### config.mk
export PLATFORM = sky130hd
export DESIGN_NAME = bitcnt_engine
export DESIGN_NICKNAME = d
export VERILOG_FILES = /design/src/rtl/bitcnt_pkg.sv /design/src/rtl/bitcnt_ctrl.sv /design/src/rtl/bitcnt_datapath.sv /design/src/rtl/bitcnt_engine.sv
export SDC_FILE = /design/constraint.sdc
export NUM_CORES = 1
export LEC_CHECK = 0
export BUFFER_PORTS_ARGS = -buffer_cell sky130_fd_sc_hd__buf_4
export CAP_MARGIN = 20
export CORE_MARGIN = 2
export CORE_UTILIZATION = 51
export CTS_CLUSTER_SIZE = 20
export DETAILED_ROUTE_END_ITERATION = 10
export HOLD_SLACK_MARGIN = 0.06
export PLACE_DENSITY = 0.82
export RECOVER_POWER = 100
export SLEW_MARGIN = 0
export SYNTH_ARGS = -nofsm -noshare
export SYNTH_HDL_FRONTEND = slang
export SYNTH_SLANG_ARGS = --single-unit
### constraint.sdc
create_clock -name clk -period 1.9 [get_ports clk]
set_input_delay 0.38 -clock clk [delete_from_list [all_inputs] [get_ports clk]]
set_output_delay 0.38 -clock clk [all_outputs]
set_load 0.01 [all_outputs]
### src/rtl/bitcnt_pkg.sv
package bitcnt_pkg;

  typedef enum logic [1:0] {
    ST_IDLE  = 2'd0,
    ST_COUNT = 2'd1,
    ST_DONE  = 2'd2
  } ctrl_st_e;

  // Controller transition: take = input transfer, empty = datapath has no
  // set bits left, give = output transfer.
  function automatic ctrl_st_e ctrl_next(ctrl_st_e s, logic take, logic empty,
                                         logic give);
    ctrl_st_e n;
    n = s;
    case (s)
      ST_IDLE:  if (take)  n = ST_COUNT;
      ST_COUNT: if (empty) n = ST_DONE;
      ST_DONE:  if (give)  n = ST_IDLE;
      default:  n = ST_IDLE;
    endcase
    return n;
  endfunction

endpackage

### src/rtl/bitcnt_ctrl.sv
module bitcnt_ctrl
  import bitcnt_pkg::*;
(
  input  logic clk,
  input  logic rst,
  input  logic in_valid,
  input  logic out_ready,
  input  logic dp_empty,
  output logic in_ready,
  output logic out_valid,
  output logic load,
  output logic step
);

  ctrl_st_e st_q;
  logic     take;
  logic     give;

  assign in_ready  = (st_q == ST_IDLE) && !rst;
  assign out_valid = (st_q == ST_DONE) && !rst;
  assign take      = in_valid && in_ready;
  assign give      = out_valid && out_ready;
  assign load      = take;
  assign step      = (st_q == ST_COUNT) && !dp_empty;

  always_ff @(posedge clk) begin
    if (rst) st_q <= ST_IDLE;
    else     st_q <= ctrl_next(st_q, take, dp_empty, give);
  end


  excl_chan_chk: assert property (@(posedge clk) disable iff (rst)
    $onehot0({in_ready, out_valid}));


  accept_drop_chk: assert property (@(posedge clk) disable iff (rst)
    (in_valid && in_ready) |=> !in_ready);


  release_chk: assert property (@(posedge clk) disable iff (rst)
    (out_valid && out_ready) |=> (in_ready && !out_valid));

endmodule

### src/rtl/bitcnt_datapath.sv
module bitcnt_datapath #(
  parameter int W  = 8,
  parameter int CW = $clog2(W + 1)
) (
  input  logic          clk,
  input  logic          rst,
  input  logic          load,
  input  logic          step,
  input  logic [W-1:0]  word,
  output logic          empty,
  output logic [CW-1:0] count
);

  localparam logic [CW-1:0] MAX_CNT = CW'(W);

  logic [W-1:0]  shf_q;
  logic [CW-1:0] acc_q;

  function automatic logic [CW-1:0] acc_bit(logic [CW-1:0] c, logic b);
    return c + CW'(b);
  endfunction

  assign empty = (shf_q == '0);
  assign count = acc_q;

  always_ff @(posedge clk) begin
    if (rst) begin
      shf_q <= '0;
      acc_q <= '0;
    end else if (load) begin
      shf_q <= word;
      acc_q <= '0;
    end else if (step) begin
      shf_q <= shf_q >> 1;
      acc_q <= acc_bit(acc_q, shf_q[0]);
    end
  end


  count_step_chk: assert property (@(posedge clk) disable iff (rst)
    step |=> ((acc_q - $past(acc_q)) == CW'($past(shf_q[0]))));


  count_bound_chk: assert property (@(posedge clk) disable iff (rst)
    acc_q <= MAX_CNT);

endmodule

### src/rtl/bitcnt_engine.sv
module bitcnt_engine #(
  parameter int W  = 8,
  parameter int CW = $clog2(W + 1)
) (
  input  logic          clk,
  input  logic          rst,
  input  logic [W-1:0]  in_word,
  input  logic          in_valid,
  output logic          in_ready,
  output logic [CW-1:0] out_count,
  output logic          out_valid,
  input  logic          out_ready
);

  logic dp_load;
  logic dp_step;
  logic dp_empty;

  bitcnt_ctrl u_ctrl (
    .clk       (clk),
    .rst       (rst),
    .in_valid  (in_valid),
    .out_ready (out_ready),
    .dp_empty  (dp_empty),
    .in_ready  (in_ready),
    .out_valid (out_valid),
    .load      (dp_load),
    .step      (dp_step)
  );

  bitcnt_datapath #(.W(W), .CW(CW)) u_dp (
    .clk   (clk),
    .rst   (rst),
    .load  (dp_load),
    .step  (dp_step),
    .word  (in_word),
    .empty (dp_empty),
    .count (out_count)
  );


  out_hold_chk: assert property (@(posedge clk) disable iff (rst)
    (out_valid && !out_ready) |=> (out_valid && $stable(out_count)));

endmodule

Word-level counts from Yosys, hierarchy flattened
Cells that the tools add are included.

Add/subtract/negate cells: 1. Multipliers: 0. Divide/modulo/power cells: 0. Order comparisons: 0. Equality and inequality tests: 5. Shifts and indexed selects: 0. Muxes and demuxes: 6. Bitwise logic cells: 0. Reductions and logical operators: 12.

Operators with widths (count): $mux 8 (2); $logic_not 8->1 (1); $mux 2 (3); $pmux 2 s3 (1); $logic_and 1x1->1 (5); $add 4x1->4 (1); $ne 2x1->1 const B (2); $reduce_and 3->1 (1); $eq 2x1->1 const B (1); $eq 2x2->1 const B (1); $logic_not 1->1 (2); $logic_not 2->1 (1); $ne 2x2->1 const B (1); $reduce_bool 2->1 (1); $reduce_or 2->1 (1).

Bits in registers: 14. Latch bits: 0. RAM bits: 0. ROM bits: 0. Input bits: 12. Output and inout port bits: 6. Word-level logic and storage cells: 27. Memories kept: 0.

Depth between registers and ports, before layout
Gate-level depths: netlist (run 1).

Depth after elaboration: 5. Depth in mapped cells: 5. Mapped depth without buffers: 5.

By module
From an unflattened synthesis (run 1), not the netlist that was laid out.

Cell total of the unflattened synthesis: 68. Area, all modules: 684.4 µm².

Modules (own cells, without submodules): bitcnt_datapath (instances 1, cells an instance 57, area an instance 579.3 µm², sequential area each 240.2 µm²); bitcnt_ctrl (instances 1, cells an instance 11, area an instance 105.1 µm², sequential area each 40.0 µm²).

Worst setup path after synthesis (run 1)
Ideal clock, no wire load.

Path type: input to output. Start point: in rst. End point: out out_valid. Data arrival time: 1.115 ns. Required time: 1.520 ns. Slack: 0.405 ns. Stages: 3. Buffers on the path: 2. Cells stage by stage: clkbuf_1 -> buf_1 -> nor3b_1.

Longest elaborated chain between the ends: 2.

RTL lines: from (decl) (RTL line bitcnt_engine.sv:6) `input logic rst,`; $logic_not 1->1 (RTL line bitcnt_ctrl.sv:20) `assign out_valid = (st_q == ST_DONE) && !rst;`; $logic_and 1x1->1 (RTL line bitcnt_ctrl.sv:20); to (decl) (RTL line bitcnt_engine.sv:11) `output logic out_valid,`.

Every way passes these cells.

Worst setup path after layout (run 1)
Start point: reg u_ctrl.st_q[0]. End point: reg u_dp.shf_q[4].

Longest elaborated chain between the ends: 4.

RTL lines: from (decl) (RTL line bitcnt_ctrl.sv:15) `ctrl_st_e st_q;`; from (signal assigned) (RTL line bitcnt_ctrl.sv:28) `else st_q <= ctrl_next(st_q, take, dp_empty, give);`; $logic_not 2->1 (RTL line bitcnt_ctrl.sv:19) `assign in_ready = (st_q == ST_IDLE) && !rst;`; $logic_and 1x1->1 (RTL line bitcnt_ctrl.sv:19); $logic_and 1x1->1 (RTL line bitcnt_ctrl.sv:21) `assign take = in_valid && in_ready;`; $mux 8 or $reduce_bool 2->1 (tied branches); to (signal assigned) (RTL line bitcnt_datapath.sv:31) `shf_q <= word;`; to (signal assigned) (RTL line bitcnt_datapath.sv:34) `shf_q <= shf_q >> 1;`; to (decl) (RTL line bitcnt_datapath.sv:16) `logic [W-1:0] shf_q;`.

Parallel ways exist; a longest one is shown, timed or not. A chain may end at the register's enable or synchronous reset.

==> flow_summary.ini, run 1 <==
[floorplanning]
die_w_um = 43.1
die_area_mm2 = 0.00186
initial_core_util_pct = 53.1
core_area_mm2 = 0.00147
io_pins = 18
fp.dieH_um = 43.1
num_rows = 14

[cells_and_area]
final_net_count = 117
drive_gt1_share_pct = 29.4
final_cell_mix = nand2_1, dfxtp_1, buf_4, nor2_1, clkbuf_1
antenna_cells = 0
nFillCells = 139
area_growth_pct = 17.1
final_util_pct = 62.2
design_area_um2 = 915

[cts]
clkSinkCount = 14
cts_resized = 0
clk_pin_slew_ps = 90
cts.repair_timing.setup_buffer_count = 0
cts_tree = done
htree_levels = 1
holdBufCountCts = 0
clk_path_buf_depth = 2
clk_latency_ps = 280
cts_buffers = 3
cts-root-buf = clkbuf_4

[logic_synthesis]
yosysUniqueCellTypes = 27
syn_area_um2 = 781
ys_ff_latch = 14
synth_fp_nets = 98
yosys.area.top_type = dfxtp_1
synth-seq-area-share_pct = 35.9
synth_warnings = 0
netlist_top_cells_area = dfxtp_1, a311oi_2, nand2_1
avgSynthCellArea_um2 = 9.29
synth_top_area_share_pct = 35.9
synth_cells = 84

[route]
drt_iter0_markers = 13
route.detailed.drc = 0
wl_per_cell_um = 13.7
drt-pass1-iter-count = 4
ant_nets = 0
postRouteWirelength_mm = 1.62
viasPerCell = 5.83
vias = 688

[pwr]
power.density_mw_per_mm2 = 739
vdd_drop_max_v = 0.000395
p_leak_nw = 0.333
power_mw = 0.676

[sta]
drv_slew = 0
grt_setup_unrepaired = false
tns_ps = 0
max_slew_margin_pct = 76.5
clock_skew_ps = 7.05
tightestPinTransition_ps = 349
final-setup-viol-count = 0
final-hold-violation-count = 0
min_period_ps = 1550
period_share_pct = 81.5
max_freq_mhz = 646

[place]
portBuffers = 17
place.gp.congestion = 0.726
placed_cell_area_um2 = 913
hpwl_mm = 1.17

[run_status]
outcome = complete, no violations

[global_route]
antenna_found_initial = 0
grt_max_degree = 22
met1_usage_pct = 22.5
use_met3_pct = 5.11
grtUsageTotal_pct = 18.6
grt_overflow = 0
grt.busiest_layer = met2
grt_pass1_vias = 647
grt_first_pass_wirelength_mm = 2.62
met2_usage_pct = 30.4

[critical_path]
crit_chain = or4b_1 -> clkbuf_2 -> nor2_1 -> a311oi_2
crit_fanout = 16
critPathMaxStageDelay_ps = 520
cp_num_buf_inv = 1
crit_arrival_ps = 1700
crit_family = simple AND/OR/NAND/NOR gates
required_ps = 2050
crit_type = reg -> reg
crit_slowest_cell = or4b_1
crit_path_start_kind = flip-flop
cp-end-kind = flip-flop

[worst_hold_path]
hold_path.class = in -> reg

[flow_run]
drv_cap = 0
per-stage QoR:
stage	setup WS [ps]	cells	hold WS (ps)
4_1_cts	437	118	356
5_1_grt	258	118	363
6_report	352	118	353
3_5_place_dp	396	114	496
3_3_place_gp	417	114	481
2_1_floorplan	405	84	489
synthesized netlist by cell type:
cell	count
and2b_2	1
inv_1	1
buf_1	2
o21ba_2	1
or3b_2	4
dfxtp_1	14
nand3b_1	6
nand2b_1	1
nand3_1	2
or2b_1	1
and2_1	1
nor4_1	2
o21ai_0	1
or4b_1	1
nand4b_1	1
nor2_1	7
nand2_1	14
a211oi_1	2
buf_8	1
nor3_1	1
ha_1	2
a311oi_2	7
a21oi_1	2
clkbuf_1	3
mux2i_1	4
buf_6	1
nor3b_1	1
cells by family (layout without fill, tap and decap cells):
logic type      Yosys count  after routing  synth area share (%)
mux                       4              4                  5.13
flops                    14             14                  35.9
compound gates           13             13                  18.6
fa+ha+maj                 2              2                  3.20
simple gates             43             43                  30.9
buf+inv                   8             26                  6.25
sequential cells by signal, summed over array words and instances, names as in the netlist:
signal and flops:
u_dp.shf_q 8, u_dp.count 4, u_ctrl.st_q 2
path summary, 6_finish.rpt:
kind / slack (ps) / from / cells past startpoint / end
worst max register to register: 350 / u_ctrl.st_q[0] / 4 / u_dp.shf_q[4]
worst max-delay path: 350 / u_ctrl.st_q[0] / 4 / u_dp.shf_q[4]
worst min-delay path: 350 / out_ready / 3 / u_ctrl.st_q[1]
worst min register to register: 510 / u_dp.count[3] / 2 / u_dp.count[3]
where the power goes:
| part | internal (mW) | total [mW] | switching, mW |
|---|---|---|---|
| clock network | 0.117 | 0.218 | 0.101 |
| registers | 0.311 | 0.327 | 0.0161 |
| logic | 0.0637 | 0.131 | 0.0674 |
worst register-to-register path: cells and delay by family (launching register included):
| kind | cells | cell delay, ps |
|---|---|---|
| flip-flops | 1 | 360 |
| AND/OR/NAND/NOR | 2 | 730 |
| buffers and inverters | 1 | 280 |
| AO/OA/AOI/OAI | 1 | 60 |
per-layer routing:
metal	vias to the layer above	routed length [um]
met5	-	0
met2	25	772
met4	0	19
met3	4	112
li1	339	-
met1	320	715
cell type report:
| class | instances | area, um2 | share of cell area, % |
|---|---|---|---|
| flip-flops and latches | 14 | 280 | 30.6 |
| well taps | 16 | 20.0 | 2.19 |
| multi-input cells | 62 | 445 | 48.7 |
| repair buffers | 21 | 129 | 14.1 |
| inverters | 1 | 3.75 | 0.410 |
| clock buffers | 4 | 36.3 | 3.97 |
(Power assumes the default switching activity.)
==> inputs of run 2 (changes only) <==
--- a/config.mk
+++ b/config.mk
@@ -8,11 +8,11 @@
 export BUFFER_PORTS_ARGS = -buffer_cell sky130_fd_sc_hd__buf_4
 export CAP_MARGIN = 20
 export CORE_MARGIN = 2
-export CORE_UTILIZATION = 51
+export CORE_UTILIZATION = 46
 export CTS_CLUSTER_SIZE = 20
 export DETAILED_ROUTE_END_ITERATION = 10
 export HOLD_SLACK_MARGIN = 0.06
-export PLACE_DENSITY = 0.82
+export PLACE_DENSITY = 0.79
 export RECOVER_POWER = 100
 export SLEW_MARGIN = 0
 export SYNTH_ARGS = -nofsm -noshare
==> constraint.sdc (replaced) <==
create_clock -name clk -period 1.3 [get_ports clk]
set_input_delay 0.26 -clock clk [delete_from_list [all_inputs] [get_ports clk]]
set_output_delay 0.26 -clock clk [all_outputs]
set_load 0.01 [all_outputs]
==> run 2 against run 1 <==
The run now ends with negative setup slack left. Register-to-register slack worse by 380 ps. Sequential power up 49%. Worst hold slack worse by 130 ps. Routed wire length grew 11%. Die area up 9.9%. Critical path depth fell by 1. Total power grew 50%. Critical endpoint is now in_ready.
==> flow_summary.ini, run 2 (same netlist as run 1, synthesis figures left out) <==
[sta]
max_slew_margin_pct = 81.2
tightestPinTransition_ps = 280
clock_skew_ps = 3.15
max_freq_mhz = 753
final.setup.worst_slack_ps = -28.4
final-setup-viol-count = 12
final-hold-violation-count = 0
drv_slew = 0
min_period_ps = 1330
tns_ps = -161
period_share_pct = 102
grt_setup_unrepaired = true
holdWs_ps = 226

[pwr]
power.density_mw_per_mm2 = 953
p_leak_nw = 0.385
vdd_drop_max_v = 0.000789
power_mw = 1.01

[flow_run]
drv_cap = 0

[route]
drt-pass1-iter-count = 4
ant_nets = 0
wl_per_cell_um = 14.7
drt_iter0_markers = 7
vias = 680
postRouteWirelength_mm = 1.80
route.detailed.drc = 0
viasPerCell = 5.57

[global_route]
grt_max_degree = 22
grt_overflow = 0
grt_pass1_vias = 615
grtUsageTotal_pct = 19.5
antenna_found_initial = 0
grt_first_pass_wirelength_mm = 2.78

[cts]
clk_path_buf_depth = 2
cts-root-buf = clkbuf_4
cts_buffers = 3
clk_latency_ps = 280
htree_levels = 1
cts_tree = done
clkSinkCount = 14
clk_pin_slew_ps = 90

[critical_path]
r2r_end = u_dp.shf_q[3]
rr_startpoint = u_ctrl.st_q[1]
cp-end-kind = output pin
critPathLaunch = u_ctrl.st_q[1]
r2r_slack_ps = -30
crit_path_start_kind = flip-flop
r2r_cells = 3
crit_end = in_ready
required_ps = 1040
crit_arrival_ps = 1070
crit_type = reg -> out
crit_fanout = 5

[floorplanning]
io_pins = 18
initial_core_util_pct = 50.6
core_area_mm2 = 0.00154
die_area_mm2 = 0.00204
num_rows = 14
fp.dieH_um = 45.2
die_w_um = 45.2

[cells_and_area]
drive_gt1_share_pct = 52.8
largest_reg_flops = 8
final_cell_mix = buf_4, nand2_1, dfxtp_1, a311oi_2
design_area_mm2 = 0.00106
antenna_cells = 0
layout.cells.most_common = buf_4
largest-register = u_dp.shf_q
final_net_count = 122
area_growth_pct = 35.9
nFillCells = 125

[place]
portBuffers = 17
hpwl_mm = 1.21
placed_cell_area_um2 = 982
place.gp.congestion = 0.752

[run_status]
outcome = complete, but fails checks
violations = negative setup slack

[worst_hold_path]
hold_path.class = in -> reg
## run 2: what timing repair did
item / CTS / global route
setup buffers: 0 / 0
endpoints found under the setup margin: 12 / 15
resized for setup: 8 / 13
pin swaps: 2 / 2
hold buffers: 0 / 0
## run 2: report_power, final
group	leakage (nW)	switching, mW	internal, mW
Sequential	0.116	0.0306	0.457
Clock	0.0138	0.147	0.108
Combinational	0.256	0.124	0.146
Total	0.385	0.301	0.710
## run 2: final cells by class
cell class                 instances  area (um2)  share of cell area (%)
tap                               16        20.0                    1.89
sequential                        14         285                    26.9
inverter                           1        3.75                   0.354
clock buffer                       3        22.5                    2.12
timing repair buffer              26         204                    19.2
multi-input combinational         62         526                    49.5
## run 2: metal layers
| layer | wire length (um) | share of wire [%] | vias to the layer above | track usage (%) |
|---|---|---|---|---|
| li1 | - | - | 349 | - |
| met5 | 0 | 0 | - | 0 |
| met4 | 21 | 1.2 | 0 | 7.06 |
| met3 | 95 | 5.3 | 4 | 8.40 |
| met2 | 921 | 51 | 15 | 30.3 |
| met1 | 759 | 42 | 312 | 23.8 |
## run 2: how the worst min path moves through the flow
stage | start | endpoint | slack, ps | depth (start not counted)
6_report | out_ready | u_ctrl.st_q[1] | 230 | 3
5_1_grt | in_word[7] | u_dp.shf_q[7] | 220 | 3
4_1_cts | out_ready | u_ctrl.st_q[1] | 220 | 3
3_5_place_dp | u_dp.count[0] | u_dp.count[0] | 510 | 2
3_3_place_gp | u_dp.count[3] | u_dp.count[3] | 480 | 2
2_1_floorplan | in_word[7] | u_dp.shf_q[7] | 410 | 2
## run 2: stage by stage
step	setup WS, ps	utilization [%]	std cells
CTS	-57.7	67.3	122
global route	-84.4	68.8	122
global placement	-118	63.7	119
detailed placement	-135	63.7	119
floorplan	-62.4	-	84
finish	-28.4	68.8	122
## run 2: worst max-delay path, cell delays in order (launching register included)
cell and delay [ps]:
dfxtp_2 340, buf_6 120, nor3_4 190, buf_6 120
==> inputs of run 3 (changes only) <==
--- a/config.mk
+++ b/config.mk
@@ -8,12 +8,13 @@
 export BUFFER_PORTS_ARGS = -buffer_cell sky130_fd_sc_hd__buf_4
 export CAP_MARGIN = 20
 export CORE_MARGIN = 2
-export CORE_UTILIZATION = 46
+export CORE_UTILIZATION = 55
 export CTS_CLUSTER_SIZE = 20
 export DETAILED_ROUTE_END_ITERATION = 10
 export HOLD_SLACK_MARGIN = 0.06
-export PLACE_DENSITY = 0.79
+export PLACE_DENSITY_LB_ADDON = 0.1
 export RECOVER_POWER = 100
+export REMOVE_ABC_BUFFERS = 1
 export SLEW_MARGIN = 0
 export SYNTH_ARGS = -nofsm -noshare
 export SYNTH_HDL_FRONTEND = slang
==> constraint.sdc (replaced) <==
create_clock -name clk -period 1.6 [get_ports clk]
set_input_delay 0.32 -clock clk [delete_from_list [all_inputs] [get_ports clk]]
set_output_delay 0.32 -clock clk [all_outputs]
set_load 0.01 [all_outputs]
==> run 3 against run 2 <==
The flow now finishes without violations. Final area is 12% lower. Critical path depth is 1 higher. Global-route usage is 0.13 points higher. Flip-flop and latch count stayed put. First-iteration DRC count is 14% higher. Count of clock-buffer cells in the layout is 1 higher. Sequential share of layout area is 3.3 points higher. Register-to-register slack better by 230 ps. Clock skew is 2.4 ps higher. Critical endpoint is now u_dp.shf_q[6].
==> flow_summary.ini, run 3 (same netlist as run 1, synthesis figures left out) <==
[run_status]
outcome = complete, no violations

[sta]
holdWs_ps = 292
drv_slew = 0
max_freq_mhz = 714
clock_skew_ps = 5.56
grt_setup_unrepaired = false
min_period_ps = 1400
max_slew_margin_pct = 75.8
tns_ps = 0
final-setup-viol-count = 0
period_share_pct = 87.6
tightestPinTransition_ps = 363
final-hold-violation-count = 0

[place]
dp.cells = 114
portBuffers = 17
place.gp.congestion = 0.736
hpwl_mm = 1.06

[cts]
cts-root-buf = clkbuf_4
htree_levels = 1
cts_resized = 0
cts.repair_timing.setup_buffer_count = 0
clk_path_buf_depth = 2
cts_tree = done
cts_buffers = 3
clk_latency_ps = 290
holdBufCountCts = 0
clkSinkCount = 14
clk_pin_slew_ps = 80

[critical_path]
rr_startpoint = u_ctrl.st_q[0]
critPathLaunch = u_ctrl.st_q[0]
r2r_slack_ps = 200
crit_path_start_kind = flip-flop
crit_fanout = 16
cp-end-kind = flip-flop
crit_end = u_dp.shf_q[6]
r2r_cells = 4
required_ps = 1760
crit_type = reg -> reg
r2r_end = u_dp.shf_q[6]
crit_arrival_ps = 1570

[cells_and_area]
fin_cells = 118
antenna_cells = 0
largest_reg_flops = 8
area_growth_pct = 19.1
largest-register = u_dp.shf_q
final_net_count = 118
drive_gt1_share_pct = 31.1
final_util_pct = 70.6
nFillCells = 105
layout.cells.most_common = buf_4
final_cell_mix = buf_4, nand2_1, dfxtp_1

[global_route]
met1_usage_pct = 23.7
grtUsageTotal_pct = 19.6
use_met3_pct = 7.83
grt_max_degree = 22
grt_overflow = 0
grt.busiest_layer = met2
grt_first_pass_wirelength_mm = 2.57
grt_pass1_vias = 597
antenna_found_initial = 0
met2_usage_pct = 30.0

[worst_hold_path]
hold_path.class = in -> reg

[floorplanning]
core_area_mm2 = 0.00132
initial_core_util_pct = 59.3
fp.dieH_um = 41.7
die_area_mm2 = 0.00174
io_pins = 18
die_w_um = 41.7
num_rows = 13

[route]
postRouteWirelength_mm = 1.49
drt_iter0_markers = 8
ant_nets = 0
viasPerCell = 5.67
drt-pass1-iter-count = 4
vias = 669
route.detailed.drc = 0
wl_per_cell_um = 12.7

[pwr]
p_leak_nw = 0.339
vdd_drop_max_v = 0.000639
power.density_mw_per_mm2 = 867

[flow_run]
drv_cap = 0
[run 3: worst min path at each step]
stage	startpoint	end	slack, ps	depth (start not counted)
after floorplan	rst	u_dp.shf_q[0]	390	1
after global placement	u_dp.count[3]	u_dp.count[3]	490	2
after detailed placement	u_dp.count[3]	u_dp.count[3]	500	2
after CTS	out_ready	u_ctrl.st_q[1]	280	3
after global routing	out_ready	u_ctrl.st_q[1]	270	3
final	out_ready	u_ctrl.st_q[1]	290	3
[run 3: final cells by class]
cell class | count | area, um2 | area share [%]
flip-flops and latches | 14 | 280 | 30.1
multi-input cells | 62 | 452 | 48.6
clock buffers | 4 | 36.3 | 3.90
inverters | 1 | 3.75 | 0.404
well taps | 15 | 18.8 | 2.02
repair buffers | 22 | 139 | 14.9
[run 3: per-stage QoR]
stage	power (mW)	setup WS (ps)	area (um2)
finish	0.806	199	930
detailed placement	0.561	163	920
global placement	0.556	167	920
floorplan	0.486	94.0	736
global route	0.852	88.8	930
CTS	0.824	191	956
[run 3: report_power, final]
part | total [mW] | switching (mW) | internal (mW) | leakage [nW]
Clock | 0.260 | 0.121 | 0.139 | 0.0210
Combinational | 0.158 | 0.0772 | 0.0803 | 0.204
Sequential | 0.388 | 0.0188 | 0.369 | 0.114
[run 3: critical path, stage by stage (launching register included)]
cell	delay, ps
dfxtp_1	360
or4b_1	520
buf_4	210
nor2_1	130
a311oi_2	60
[run 3: per-layer routing]
metal / wire length (um) / up-vias / share of wire [%]
met3: 79 / 6 / 5.3
met1: 692 / 305 / 46
met5: 0 / - / 0
li1: - / 339 / -
met4: 38 / 0 / 2.5
met2: 683 / 19 / 46
